File: src/rtl/mix_pkg.sv
// Shared constants for the PCM mixer: sample width and register word addresses.
// Assumes a 4-bit word address and a 32-bit data word on the register port.
package mix_pkg;
    localparam int SAMPLE_W = 16;
    localparam int REG_AW   = 4;
    localparam int REG_DW   = 32;

    typedef enum logic [REG_AW-1:0] {
        RA_CH_EN  = 4'd0,
        RA_STEREO = 4'd1,
        RA_FLUSH  = 4'd2,
        RA_XFER   = 4'd3,
        RA_IRQ_EN = 4'd4,
        RA_STATUS = 4'd5,
        RA_CFG0   = 4'd8
    } reg_addr_e;
endpackage

File: src/rtl/mix_fifo.sv
// First-word-fall-through FIFO that can pop one or two words per cycle.
// Assumes DEPTH is a power of two (at least 2) and that the caller never pops more
// than the current level. A write to a full FIFO is dropped. clr empties it and wins
// over any write or pop in the same cycle.
module mix_fifo #(
    parameter int W     = 16,
    parameter int DEPTH = 8,
    localparam int AW   = $clog2(DEPTH),
    localparam int LW   = $clog2(DEPTH + 1)
) (
    input  logic          clk,
    input  logic          rst_n,
    input  logic          clr,
    input  logic          wr_en,
    input  logic [W-1:0]  wr_data,
    input  logic [1:0]    pop_n,
    output logic [W-1:0]  rd0,
    output logic [W-1:0]  rd1,
    output logic [LW-1:0] level
);
    logic [W-1:0]  mem [DEPTH];
    logic [AW-1:0] wp, rp;
    logic          wr_ok;

    assign wr_ok = wr_en && (level != LW'(DEPTH));
    assign rd0   = mem[rp];
    assign rd1   = mem[rp + AW'(1)];

    // Storage write.
    always_ff @(posedge clk) begin
        if (wr_ok) mem[wp] <= wr_data;
    end

    // Pointer and level bookkeeping.
    always_ff @(posedge clk) begin
        if (!rst_n || clr) begin
            wp    <= '0;
            rp    <= '0;
            level <= '0;
        end else begin
            wp    <= wp + AW'(wr_ok);
            rp    <= rp + AW'(pop_n);
            level <= level + LW'(wr_ok) - LW'(pop_n);
        end
    end

    AST_FLUSH_EMPTIES: assert property (@(posedge clk) disable iff (!rst_n)
        clr |=> (level == '0));
endmodule

File: src/rtl/mix_regs.sv
// Register file of the mixer: source enables, stereo selects, self-clearing flush bits,
// remaining transfer count, interrupt enables and the per-source divider and threshold.
// Assumes LVL_W <= 8 and DIV_W <= 8, so both settings fit in one data word.
module mix_regs
    import mix_pkg::*;
#(
    parameter int N_PCM = 5,
    parameter int N_WG  = 5,
    parameter int DIV_W = 4,
    parameter int LVL_W = 4,
    parameter int CNT_W = 16
) (
    input  logic                   clk,
    input  logic                   rst_n,
    input  logic                   we,
    input  logic [REG_AW-1:0]      addr,
    input  logic [REG_DW-1:0]      wdata,
    output logic [REG_DW-1:0]      rdata,
    input  logic                   stall,
    input  logic                   xfer_dec,
    output logic [N_PCM-1:0]       en_pcm,
    output logic [N_WG-1:0]        en_wg,
    output logic [N_PCM-1:0]       stereo,
    output logic [N_PCM-1:0]       flush_pcm,
    output logic                   flush_out,
    output logic [N_PCM-1:0]       irq_en_dma,
    output logic                   irq_en_stall,
    output logic [N_PCM*DIV_W-1:0] div_flat,
    output logic [N_PCM*LVL_W-1:0] thr_flat,
    output logic [CNT_W-1:0]       remaining
);
    localparam int NEN = N_PCM + N_WG;

    logic [NEN-1:0]   en_q;
    logic [N_PCM:0]   flush_q;
    logic [N_PCM:0]   irq_en_q;
    logic [DIV_W-1:0] div_q [N_PCM];
    logic [LVL_W-1:0] thr_q [N_PCM];
    logic             wr_flush, wr_xfer, wr_en_reg;

    assign wr_flush  = we && (addr == RA_FLUSH);
    assign wr_xfer   = we && (addr == RA_XFER);
    assign wr_en_reg = we && (addr == RA_CH_EN);

    // Control register writes; flush bits last one cycle, the count drops on each transfer.
    always_ff @(posedge clk) begin
        if (!rst_n) begin
            en_q      <= '0;
            stereo    <= '0;
            flush_q   <= '0;
            irq_en_q  <= '0;
            remaining <= '0;
        end else begin
            flush_q <= wr_flush ? wdata[N_PCM:0] : '0;
            if (xfer_dec) remaining <= remaining - CNT_W'(1);
            if (wr_xfer)  remaining <= wdata[CNT_W-1:0];
            if (wr_en_reg) en_q <= wdata[NEN-1:0];
            if (we && addr == RA_STEREO) stereo   <= wdata[N_PCM-1:0];
            if (we && addr == RA_IRQ_EN) irq_en_q <= wdata[N_PCM:0];
        end
    end

    // Per-source divider and threshold writes.
    always_ff @(posedge clk) begin
        for (int i = 0; i < N_PCM; i++) begin
            if (!rst_n) begin
                div_q[i] <= '0;
                thr_q[i] <= '0;
            end else if (we && int'(addr) == int'(RA_CFG0) + i) begin
                div_q[i] <= wdata[DIV_W-1:0];
                thr_q[i] <= wdata[8 +: LVL_W];
            end
        end
    end

    // Combinational read-back of the addressed register.
    always_comb begin
        rdata = '0;
        case (addr)
            RA_CH_EN:  rdata[NEN-1:0]   = en_q;
            RA_STEREO: rdata[N_PCM-1:0] = stereo;
            RA_FLUSH:  rdata[N_PCM:0]   = flush_q;
            RA_XFER:   rdata[CNT_W-1:0] = remaining;
            RA_IRQ_EN: rdata[N_PCM:0]   = irq_en_q;
            RA_STATUS: rdata[0]         = stall;
            default: begin
                for (int i = 0; i < N_PCM; i++) begin
                    if (int'(addr) == int'(RA_CFG0) + i) begin
                        rdata[DIV_W-1:0]  = div_q[i];
                        rdata[8 +: LVL_W] = thr_q[i];
                    end
                end
            end
        endcase
    end

    assign en_pcm       = en_q[N_PCM-1:0];
    assign en_wg        = en_q[NEN-1:N_PCM];
    assign flush_pcm    = flush_q[N_PCM-1:0];
    assign flush_out    = flush_q[N_PCM];
    assign irq_en_dma   = irq_en_q[N_PCM-1:0];
    assign irq_en_stall = irq_en_q[N_PCM];

    for (genvar g = 0; g < N_PCM; g++) begin : g_flat
        assign div_flat[g*DIV_W +: DIV_W] = div_q[g];
        assign thr_flat[g*LVL_W +: LVL_W] = thr_q[g];
    end

    AST_FLUSH_SELF_CLEAR: assert property (@(posedge clk) disable iff (!rst_n)
        (|flush_q) && !wr_flush |=> (flush_q == '0));
    AST_JOIN_KEEPS_COUNT: assert property (@(posedge clk) disable iff (!rst_n)
        wr_en_reg && !wr_xfer && !xfer_dec |=> (remaining == $past(remaining)));
endmodule

File: src/rtl/mix_pcm_chan.sv
// One buffered PCM source: input FIFO, rate phase counter, mono or stereo unpacking,
// and hold of the last sample. It reports whether it is due and starved on this tick,
// and takes data only when the top grants a mixed tick (go).
// Assumes go is never asserted while any due source is starved.
module mix_pcm_chan #(
    parameter int SW    = 16,
    parameter int DEPTH = 8,
    parameter int DIV_W = 4,
    localparam int LW   = $clog2(DEPTH + 1)
) (
    input  logic                 clk,
    input  logic                 rst_n,
    input  logic                 en,
    input  logic                 stereo,
    input  logic [DIV_W-1:0]     div,
    input  logic [LW-1:0]        thr,
    input  logic                 flush,
    input  logic                 wr_valid,
    input  logic [SW-1:0]        wr_data,
    input  logic                 go,
    output logic                 starve,
    output logic                 dma_req,
    output logic signed [SW-1:0] mix_l,
    output logic signed [SW-1:0] mix_r
);
    logic [SW-1:0]    rd0, rd1;
    logic [LW-1:0]    level;
    logic [DIV_W-1:0] phase, div_eff;
    logic [1:0]       pop_n;
    logic             due, take;
    logic signed [SW-1:0] held_l, held_r;

    assign due     = en && (phase == '0);
    assign starve  = due && (level < (stereo ? LW'(2) : LW'(1)));
    assign take    = go && due;
    assign pop_n   = take ? (stereo ? 2'd2 : 2'd1) : 2'd0;
    assign div_eff = (div == '0) ? DIV_W'(1) : div;
    assign dma_req = en && (level <= thr);

    mix_fifo #(.W(SW), .DEPTH(DEPTH)) u_fifo (
        .clk(clk), .rst_n(rst_n), .clr(flush),
        .wr_en(wr_valid && en), .wr_data(wr_data),
        .pop_n(pop_n), .rd0(rd0), .rd1(rd1), .level(level)
    );

    // Rate phase: restart when idle, count down on each mixed tick.
    always_ff @(posedge clk) begin
        if (!rst_n || !en || flush) phase <= '0;
        else if (go) phase <= (phase == '0) ? div_eff - DIV_W'(1) : phase - DIV_W'(1);
    end

    // Hold the last sample taken so it repeats between rate slots.
    always_ff @(posedge clk) begin
        if (!rst_n) begin
            held_l <= '0;
            held_r <= '0;
        end else if (take) begin
            held_l <= signed'(rd0);
            held_r <= stereo ? signed'(rd1) : signed'(rd0);
        end
    end

    // Contribution to this tick's sum: a fresh sample when due, else the held one.
    always_comb begin
        if (!en) begin
            mix_l = '0;
            mix_r = '0;
        end else if (due) begin
            mix_l = signed'(rd0);
            mix_r = stereo ? signed'(rd1) : signed'(rd0);
        end else begin
            mix_l = held_l;
            mix_r = held_r;
        end
    end

    AST_DISABLED_NO_FILL: assert property (@(posedge clk) disable iff (!rst_n)
        !en && !flush |=> (level <= $past(level)));
endmodule

File: src/rtl/pcm_mixer.sv
// Top of the mixer. Buffered PCM sources and waveform-generator buses are summed with
// saturation on each mix_tick, unless a due source is starved (global stall) or the
// output FIFO is full. Mixed pairs leave through a request/acknowledge port that is
// limited by a programmed transfer count.
// Assumes mix_tick is a single-cycle strobe and that FIFO depths are powers of two.
module pcm_mixer
    import mix_pkg::*;
#(
    parameter int N_PCM     = 5,
    parameter int N_WG      = 5,
    parameter int PCM_DEPTH = 8,
    parameter int OUT_DEPTH = 8,
    parameter int DIV_W     = 4,
    parameter int CNT_W     = 16,
    localparam int SW       = SAMPLE_W,
    localparam int LVL_W    = $clog2(PCM_DEPTH + 1),
    localparam int OLW      = $clog2(OUT_DEPTH + 1),
    localparam int ACC_W    = SW + $clog2(N_PCM + N_WG) + 1
) (
    input  logic                clk,
    input  logic                rst_n,
    input  logic                reg_we,
    input  logic [REG_AW-1:0]   reg_addr,
    input  logic [REG_DW-1:0]   reg_wdata,
    output logic [REG_DW-1:0]   reg_rdata,
    input  logic [N_PCM-1:0]    pcm_wr_valid,
    input  logic [N_PCM*SW-1:0] pcm_wr_data,
    input  logic [N_WG*SW-1:0]  wg_sample,
    input  logic                mix_tick,
    output logic [N_PCM-1:0]    dma_req,
    output logic                out_req,
    input  logic                out_ack,
    output logic [2*SW-1:0]     out_data,
    output logic                irq
);
    logic [N_PCM-1:0]       en_pcm, stereo, flush_pcm, irq_en_dma, starve;
    logic [N_WG-1:0]        en_wg;
    logic                   flush_out, irq_en_stall, stall_q, go, any_starve, out_full, xfer_dec;
    logic [N_PCM*DIV_W-1:0] div_flat;
    logic [N_PCM*LVL_W-1:0] thr_flat;
    logic [CNT_W-1:0]       remaining;
    logic [OLW-1:0]         out_level;
    logic [2*SW-1:0]        out_rd1;
    logic signed [SW-1:0]   ch_l [N_PCM];
    logic signed [SW-1:0]   ch_r [N_PCM];
    logic signed [ACC_W-1:0] acc_l, acc_r;
    logic [SW-1:0]          sat_l, sat_r;

    mix_regs #(.N_PCM(N_PCM), .N_WG(N_WG), .DIV_W(DIV_W), .LVL_W(LVL_W), .CNT_W(CNT_W)) u_regs (
        .clk(clk), .rst_n(rst_n), .we(reg_we), .addr(reg_addr), .wdata(reg_wdata),
        .rdata(reg_rdata), .stall(stall_q), .xfer_dec(xfer_dec),
        .en_pcm(en_pcm), .en_wg(en_wg), .stereo(stereo), .flush_pcm(flush_pcm),
        .flush_out(flush_out), .irq_en_dma(irq_en_dma), .irq_en_stall(irq_en_stall),
        .div_flat(div_flat), .thr_flat(thr_flat), .remaining(remaining)
    );

    for (genvar g = 0; g < N_PCM; g++) begin : g_chan
        mix_pcm_chan #(.SW(SW), .DEPTH(PCM_DEPTH), .DIV_W(DIV_W)) u_chan (
            .clk(clk), .rst_n(rst_n), .en(en_pcm[g]), .stereo(stereo[g]),
            .div(div_flat[g*DIV_W +: DIV_W]), .thr(thr_flat[g*LVL_W +: LVL_W]),
            .flush(flush_pcm[g]), .wr_valid(pcm_wr_valid[g]),
            .wr_data(pcm_wr_data[g*SW +: SW]), .go(go), .starve(starve[g]),
            .dma_req(dma_req[g]), .mix_l(ch_l[g]), .mix_r(ch_r[g])
        );
    end

    assign any_starve = |starve;
    assign out_full   = (out_level == OLW'(OUT_DEPTH));
    assign go         = mix_tick && !any_starve && !out_full;

    // Wide sums of every enabled source for both sides.
    always_comb begin
        acc_l = '0;
        acc_r = '0;
        for (int i = 0; i < N_PCM; i++) begin
            acc_l = acc_l + ACC_W'(ch_l[i]);
            acc_r = acc_r + ACC_W'(ch_r[i]);
        end
        for (int i = 0; i < N_WG; i++) begin
            if (en_wg[i]) begin
                acc_l = acc_l + ACC_W'(signed'(wg_sample[i*SW +: SW]));
                acc_r = acc_r + ACC_W'(signed'(wg_sample[i*SW +: SW]));
            end
        end
    end

    // Clamp a wide sum to the sample range.
    function automatic logic [SW-1:0] clamp(input logic signed [ACC_W-1:0] v);
        logic [ACC_W-SW:0] hi;
        hi = v[ACC_W-1:SW-1];
        if ((&hi) || !(|hi)) return v[SW-1:0];
        return v[ACC_W-1] ? {1'b1, {(SW-1){1'b0}}} : {1'b0, {(SW-1){1'b1}}};
    endfunction

    assign sat_l = clamp(acc_l);
    assign sat_r = clamp(acc_r);

    mix_fifo #(.W(2*SW), .DEPTH(OUT_DEPTH)) u_out (
        .clk(clk), .rst_n(rst_n), .clr(flush_out), .wr_en(go),
        .wr_data({sat_l, sat_r}), .pop_n({1'b0, xfer_dec}),
        .rd0(out_data), .rd1(out_rd1), .level(out_level)
    );

    assign out_req  = (out_level != '0) && (remaining != '0);
    assign xfer_dec = out_req && out_ack;

    // Stall flag: set by a starved tick, cleared by the next tick that mixes.
    always_ff @(posedge clk) begin
        if (!rst_n) stall_q <= 1'b0;
        else if (mix_tick && any_starve) stall_q <= 1'b1;
        else if (go) stall_q <= 1'b0;
    end

    assign irq = (|(dma_req & irq_en_dma)) || (stall_q && irq_en_stall);

    AST_STALL_NO_OUTPUT: assert property (@(posedge clk) disable iff (!rst_n)
        mix_tick && any_starve && !flush_out |=> (out_level <= $past(out_level)));
    AST_STALL_FLAG_SET: assert property (@(posedge clk) disable iff (!rst_n)
        mix_tick && any_starve |=> stall_q);
    AST_COUNT_STOPS: assert property (@(posedge clk) disable iff (!rst_n)
        out_req && out_ack && (remaining == CNT_W'(1)) && !(reg_we && reg_addr == RA_XFER)
        |=> !out_req);
endmodule

File: config.mk
export PLATFORM = sky130hd
export DESIGN_NAME = pcm_mixer
export DESIGN_NICKNAME = d
export VERILOG_FILES = /design/src/rtl/mix_pkg.sv /design/src/rtl/mix_fifo.sv /design/src/rtl/mix_regs.sv /design/src/rtl/mix_pcm_chan.sv /design/src/rtl/pcm_mixer.sv
export SDC_FILE = /design/constraint.sdc
export NUM_CORES = 2
export LEC_CHECK = 0
export ABC_AREA = 1
export BUFFER_PORTS_ARGS = -buffer_cell sky130_fd_sc_hd__buf_2
export CAP_MARGIN = 20
export CORE_UTILIZATION = 55
export CTS_BUF_LIST = sky130_fd_sc_hd__clkbuf_4 sky130_fd_sc_hd__clkbuf_8 sky130_fd_sc_hd__clkbuf_16
export DETAILED_ROUTE_END_ITERATION = 6
export MAX_ROUTING_LAYER = met4
export PLACE_DENSITY = 0.71
export SLEW_MARGIN = 5
export SYNTH_ARGS = -nofsm -noshare
export SYNTH_HDL_FRONTEND = slang
export SYNTH_HIERARCHICAL = 1
export SYNTH_SLANG_ARGS = --single-unit
File: constraint.sdc
create_clock -name clk -period 24.4 [get_ports clk]
set_input_delay 3.66 -clock clk [delete_from_list [all_inputs] [get_ports clk]]
set_output_delay 3.66 -clock clk [all_outputs]
set_load 0.01 [all_outputs]
== Word level (Yosys, flattened, before mapping) ==
Memory sizes are Yosys's and may differ from the RTL's. A register that Yosys moved wholly into a read port is not among the register bits.
Index checks and enable logic that the tools add are counted.

* Logic and storage cells: 377
* Memories: 8
* RAM bits: 936
* Output and inout bits: 71
* Input port bits: 206
* Flip-flop bits (word level): 284

* Reductions and logical operators: 100
* $add $sub $neg: 58
* $lt $le $gt $ge: 10
* Equal/unequal tests: 17
* Bitwise logic cells: 11
* Multiplexer cells: 134

{| class="wikitable"
|+ Memory list
! memory !! words !! width !! read ports !! clocked after memory_dff !! write ports !! RTL line !! RTL
|-
| u_out.mem || 8 || 32 || 1 || 1 || 1 || mix_fifo.sv:21 || <nowiki>logic [W-1:0] mem [DEPTH];</nowiki>
|-
| g_chan[0].u_chan.u_fifo.mem || 8 || 16 || 2 || 1 || 1 || mix_fifo.sv:21 ||
|-
| g_chan[1].u_chan.u_fifo.mem || 8 || 16 || 2 || 1 || 1 || mix_fifo.sv:21 ||
|-
| g_chan[2].u_chan.u_fifo.mem || 8 || 16 || 2 || 1 || 1 || mix_fifo.sv:21 ||
|-
| g_chan[3].u_chan.u_fifo.mem || 8 || 16 || 2 || 1 || 1 || mix_fifo.sv:21 ||
|-
| g_chan[4].u_chan.u_fifo.mem || 8 || 16 || 2 || 1 || 1 || mix_fifo.sv:21 ||
|-
| +2 memories || -- || -- || -- || -- || -- || -- ||
|}

{| class="wikitable"
|+ Operator list
! cell !! count
|-
| 2-to-1 mux 16 bit || 33
|-
| 2-to-1 mux 21 bit || 10
|-
| adder 21 x 16 -> 21 bit || 8
|-
| 2-to-1 mux 4 bit || 31
|-
| logical AND 1 bit || 47
|-
| logical NOT 4 bit || 11
|-
| adder 20 x 16 -> 21 bit || 2
|-
| adder 19 x 16 -> 20 bit || 2
|-
| subtractor 4 x 1 -> 4 bit (second input constant) || 10
|-
| adder 18 x 16 -> 19 bit || 2
|-
| adder 17 x 16 -> 18 bit || 2
|-
| adder 16 x 16 -> 17 bit || 2
|-
| 2-to-1 mux 1 bit || 32
|-
| 2-to-1 mux 2 bit || 15
|-
| adder 4 x 1 -> 4 bit || 6
|-
| != test 4 bit (second input constant) || 6
|-
| adder 3 x 1 -> 3 bit || 7
|-
| == test 4 bit (second input constant) || 5
|-
| <= comparator 4 bit || 5
|-
| < comparator 4 bit || 5
|-
| subtractor 4 x 2 -> 4 bit || 5
|-
| logical OR 1 bit || 19
|-
| 2-to-1 mux 3 bit || 6
|-
| case mux 3 bit (6 select lines) || 1
|-
| 23 further kinds || 58
|}

== Longest topological paths before layout ==
An unclocked memory read counts as a cell.

* Depth in word-level cells: 24
* Gate-level depth with buffers: 84

== Hierarchy ==
Netlist, hierarchy kept.

{| class="wikitable"
|+ Modules (own cells, without submodules)
! module !! cells an instance !! seq. area each (um^2) !! area each (um^2) !! instances
|-
| mix_fifo (g_chan[1].u_chan.u_fifo ...) || 933 || 4043.9 || 7493.4 || 4
|-
| pcm_mixer || 3440 || 20.0 || 19476.2 || 1
|-
| mix_fifo (u_out) || 1783 || 7887.6 || 14358.8 || 1
|-
| mix_pcm_chan || 337 || 720.7 || 2149.6 || 5
|-
| mix_fifo (g_chan[0].u_chan.u_fifo) || 933 || 4043.9 || 7500.9 || 1
|-
| mix_regs || 570 || 2062.0 || 4299.1 || 1
|}

== Least setup slack after synthesis ==
No wires, ideal clock.

* Path kind: flip-flop to flip-flop
* From: register g_chan[4].u_chan.u_fifo.rp[0]
* To: memory u_out/mem[0][10] (netlist bit), data pin
* Path buffers: 3
* Slack: 13.496 ns
* Arrival: 10.620 ns
* Cell stages (with the launch flop): 69
* Data required time: 24.116 ns
* Path through: dfxtp_1 > ha_1 > buf_2 > inv_1 > buf_2 > nand3_1 > nand2_1 > nand2_1 > nand2_1 > nand2_1 > o21ai_0 > o21ai_0 > a21oi_1 > inv_1 > fa_1 > fa_1 > fa_1 > inv_1 > [... 33 more ...] > nand3_1 > nand2_1 > nand3_1 > nand2_1 > ha_1 > nand2_1 > nor2_1 > a2111oi_0 > nand3_1 > nand2_1 > nand3_1 > nand2_1 > inv_1 > nor2_2 > nand2_2 > nand3_2 > buf_6 > nand2_1

{| class="wikitable"
|+ RTL lines
! element !! RTL line !! RTL
|-
| start, declared || mix_fifo.sv:22 || <nowiki>logic [AW-1:0] wp, rp;</nowiki>
|-
| start signal, assigned || mix_fifo.sv:42 || <nowiki>rp <= rp + AW'(pop_n);</nowiki>
|-
| end, declared || mix_fifo.sv:21 ||
|}

==> results.toml <==
[outcome]
outcome = "complete, no violations"

[cts]
cts_buffers = 137
clock-sinks = 1220
cts_tree = "yes"
cts_setup_buffers = 0
htree_levels = 4
root_buffer = "clkbuf_16"
clock_path_buffers = 3
cts_resized = 0
path_clk_slew_ps = 60
insertion_delay_ps = 790
ctsHoldBuffers = 0

[global_routing]
antenna_found_initial = 28
use_met3 = 0.05917
met1_usage = 0.4418
grt_util_all_layers = 0.3392
met2_usage = 0.5267
grt_pass1_wl_mm = 391.4
grt_pass1_vias = 69730
grt_max_degree = 113
grt.busiest_layer = "met2"
grt_overflow = 0

[critical_path]
cp_slowest_cell = "buf_4"
worstReg2RegStart = "g_chan[2].u_chan/u_fifo/rp[0]$_SDFF_PP0_"
start_kind = "flip-flop"
arrival_ps = 16570
required_ps = 24860
end_kind = "flip-flop"
rr_worst_depth = 67
worstReg2RegEnd = "u_out/mem[1][10]$_DFFE_PP_"
startpoint = "g_chan[2].u_chan/u_fifo/rp[0]$_SDFF_PP0_"
cp_max_fo = 98
critPathMostFrequentCell = "nand2_1"
r2r_slack_ps = 8290
critPathKind = "flip-flop to flip-flop"
endpoint = "u_out/mem[1][10]$_DFFE_PP_"
critPathMaxStageDelay_ps = 770

[routing]
wl_mm = 257.0
dr.pass1.iters = 7
detail-route-antenna-nets = 0
viasPerCell = 5.464
vias = 75050
drcViolationCount = 0
routedWlPerCell_um = 18.71
drt_iter0_drc = 7517

[floorplanning]
rows = 142
io_pins = 277
fp.dieArea_um2 = 154100
core-area_um2 = 150700
start_util = 0.5566
die_height_um = 392.5
die_x_um = 392.5

[sta]
final-hold-violation-count = 0
tns_ps = 0
fin_crit_ps = 16110
setup_violations = 0
holdWs_ps = 451.7
maxSlewViolCount = 0
relSlewSlack = 0.2568
fmax_ghz = 0.06208
rsz0062_at_grt = "no"
worst_pin_slew_ps = 1115
fin_crit_sh = 0.6602
finClkSkew_ps = 68.88

[final_layout]
register_area_um2 = 33820
syn_to_final_growth_pct = 7.788
nFillCells = 13820
multiInputGateArea_um2 = 40060
layout.nets = 12250
fin_cells = 13740
drive_gt1_frac = 0.06508

[run]
max_cap_violations = 0

[pwr]
fin_total_pwr_w = 0.005741
p_per_area_nw_per_um2 = 63.51
peakVddDrop_v = 0.00006675
power_leakage_nw = 43.47

[worst_hold_path]
min_path_type = "flip-flop to flip-flop"
worstHoldStart = "g_chan[4].u_chan/held_r[9]$_SDFFE_PN0P_"

[logic_synthesis]
syn_area_um2 = 83870
yosysWarnings = 6
syn_avg_cell_area_um2 = 7.257
synthCells = 11560

[placement]
routabilityCongestion = 1.006
port_buffers = 244
dpl.hpwl_mm = 183.8
dp_cells = 13460
-- report_power, final --
group	switching [W]	leakage, nW	internal (W)
registers	0.0000459	10.7	0.00235
logic	0.000871	30.4	0.000387
clock network	0.000868	2.29	0.00121
-- metal layers --
layer	wire length [um]	vias to the layer above	share of wire
met2	116900	3144	0.46
met4	9657	0	0.038
met5	0	-	0
met3	23000	430	0.089
li1	-	36780	-
met1	107400	34700	0.42
-- cell type report --
cell class                      instances  share of cell area
Multi-Input combinational cell       7948              0.4431
Tap cell                             2016             0.02790
Sequential cell                      1220              0.3741
Clock buffer                          179             0.04230
Inverter                             1914             0.07970
Timing Repair Buffer                  362             0.02346
Clock inverter                         70            0.008664
Antenna cell                           27           0.0007474
-- placed cells by master (no fill, tap or decap), drive strengths merged, types with 8 or more instances in the layout --
master and instances:
or2 27, nor4 18, and2 21, inv 1911, xnor2 71, buf 362, conb 17, nand2 3957
ha 334, o21bai 38, nor3 54, diode 27, bufinv 9, clkinv 63, a21o 21, a31oi 29
dfxtp 284, xor2 91, a21oi 547, o22ai 8, nor2 658, nand3b 10, clkbuf 179, nand3 1171
nand4 78, o21ai 642, edfxtp 936, fa 122
-- state kept, by name, summed over array words and instances, names as in the netlist, 4 cells and up --
name / count
u_out/level: 4
g_chan.u_chan/held_r: 80
g_chan.u_chan/u_fifo/wp: 15
g_chan.u_chan/u_fifo/mem: 640
g_chan.u_chan/u_fifo/level: 20
g_chan.u_chan/held_l: 80
u_regs/stereo: 5
u_regs/div_q: 20
g_chan.u_chan/u_fifo/rp: 15
u_regs/en_q: 10
u_out/mem: 256
u_regs/irq_en_q: 6
u_regs/flush_q: 6
g_chan.u_chan/phase: 20
u_regs/thr_q: 20
u_regs/remaining: 16
-- worst min path at each step --
stage,endpoint,slack [ps],cells past startpoint
after floorplan,g_chan[0].u_chan/held_r[0]$_SDFFE_PN0P_,430,2
after global placement,g_chan[4].u_chan/held_r[1]$_SDFFE_PN0P_,440,2
after detailed placement,g_chan[1].u_chan/held_r[7]$_SDFFE_PN0P_,440,2
after CTS,g_chan[1].u_chan/held_r[7]$_SDFFE_PN0P_,450,2
after global routing,g_chan[0].u_chan/held_r[13]$_SDFFE_PN0P_,470,2
final,g_chan[4].u_chan/held_r[9]$_SDFFE_PN0P_,450,2
-- worst max-delay path, delay by kind of cell (launching register included) --
kind,cells,cell delay [ps]
AO/OA/AOI/OAI,12,3480
XOR/XNOR,3,670
adder cells (fa/ha/maj),11,4680
buffers and inverters,8,1980
flip-flops,1,580
AND/OR/NAND/NOR,33,4280
-- per-stage QoR --
step	util	area [um2]	setup slack (ps)
after CTS	0.5993	90300	8674
after floorplan	-	83920	13500
after detailed placement	0.5688	85690	8761
after global placement	0.5688	85690	8775
final	0.6000	90400	8292
after global routing	0.6000	90390	7327
Power figures use the tool's default switching activity.
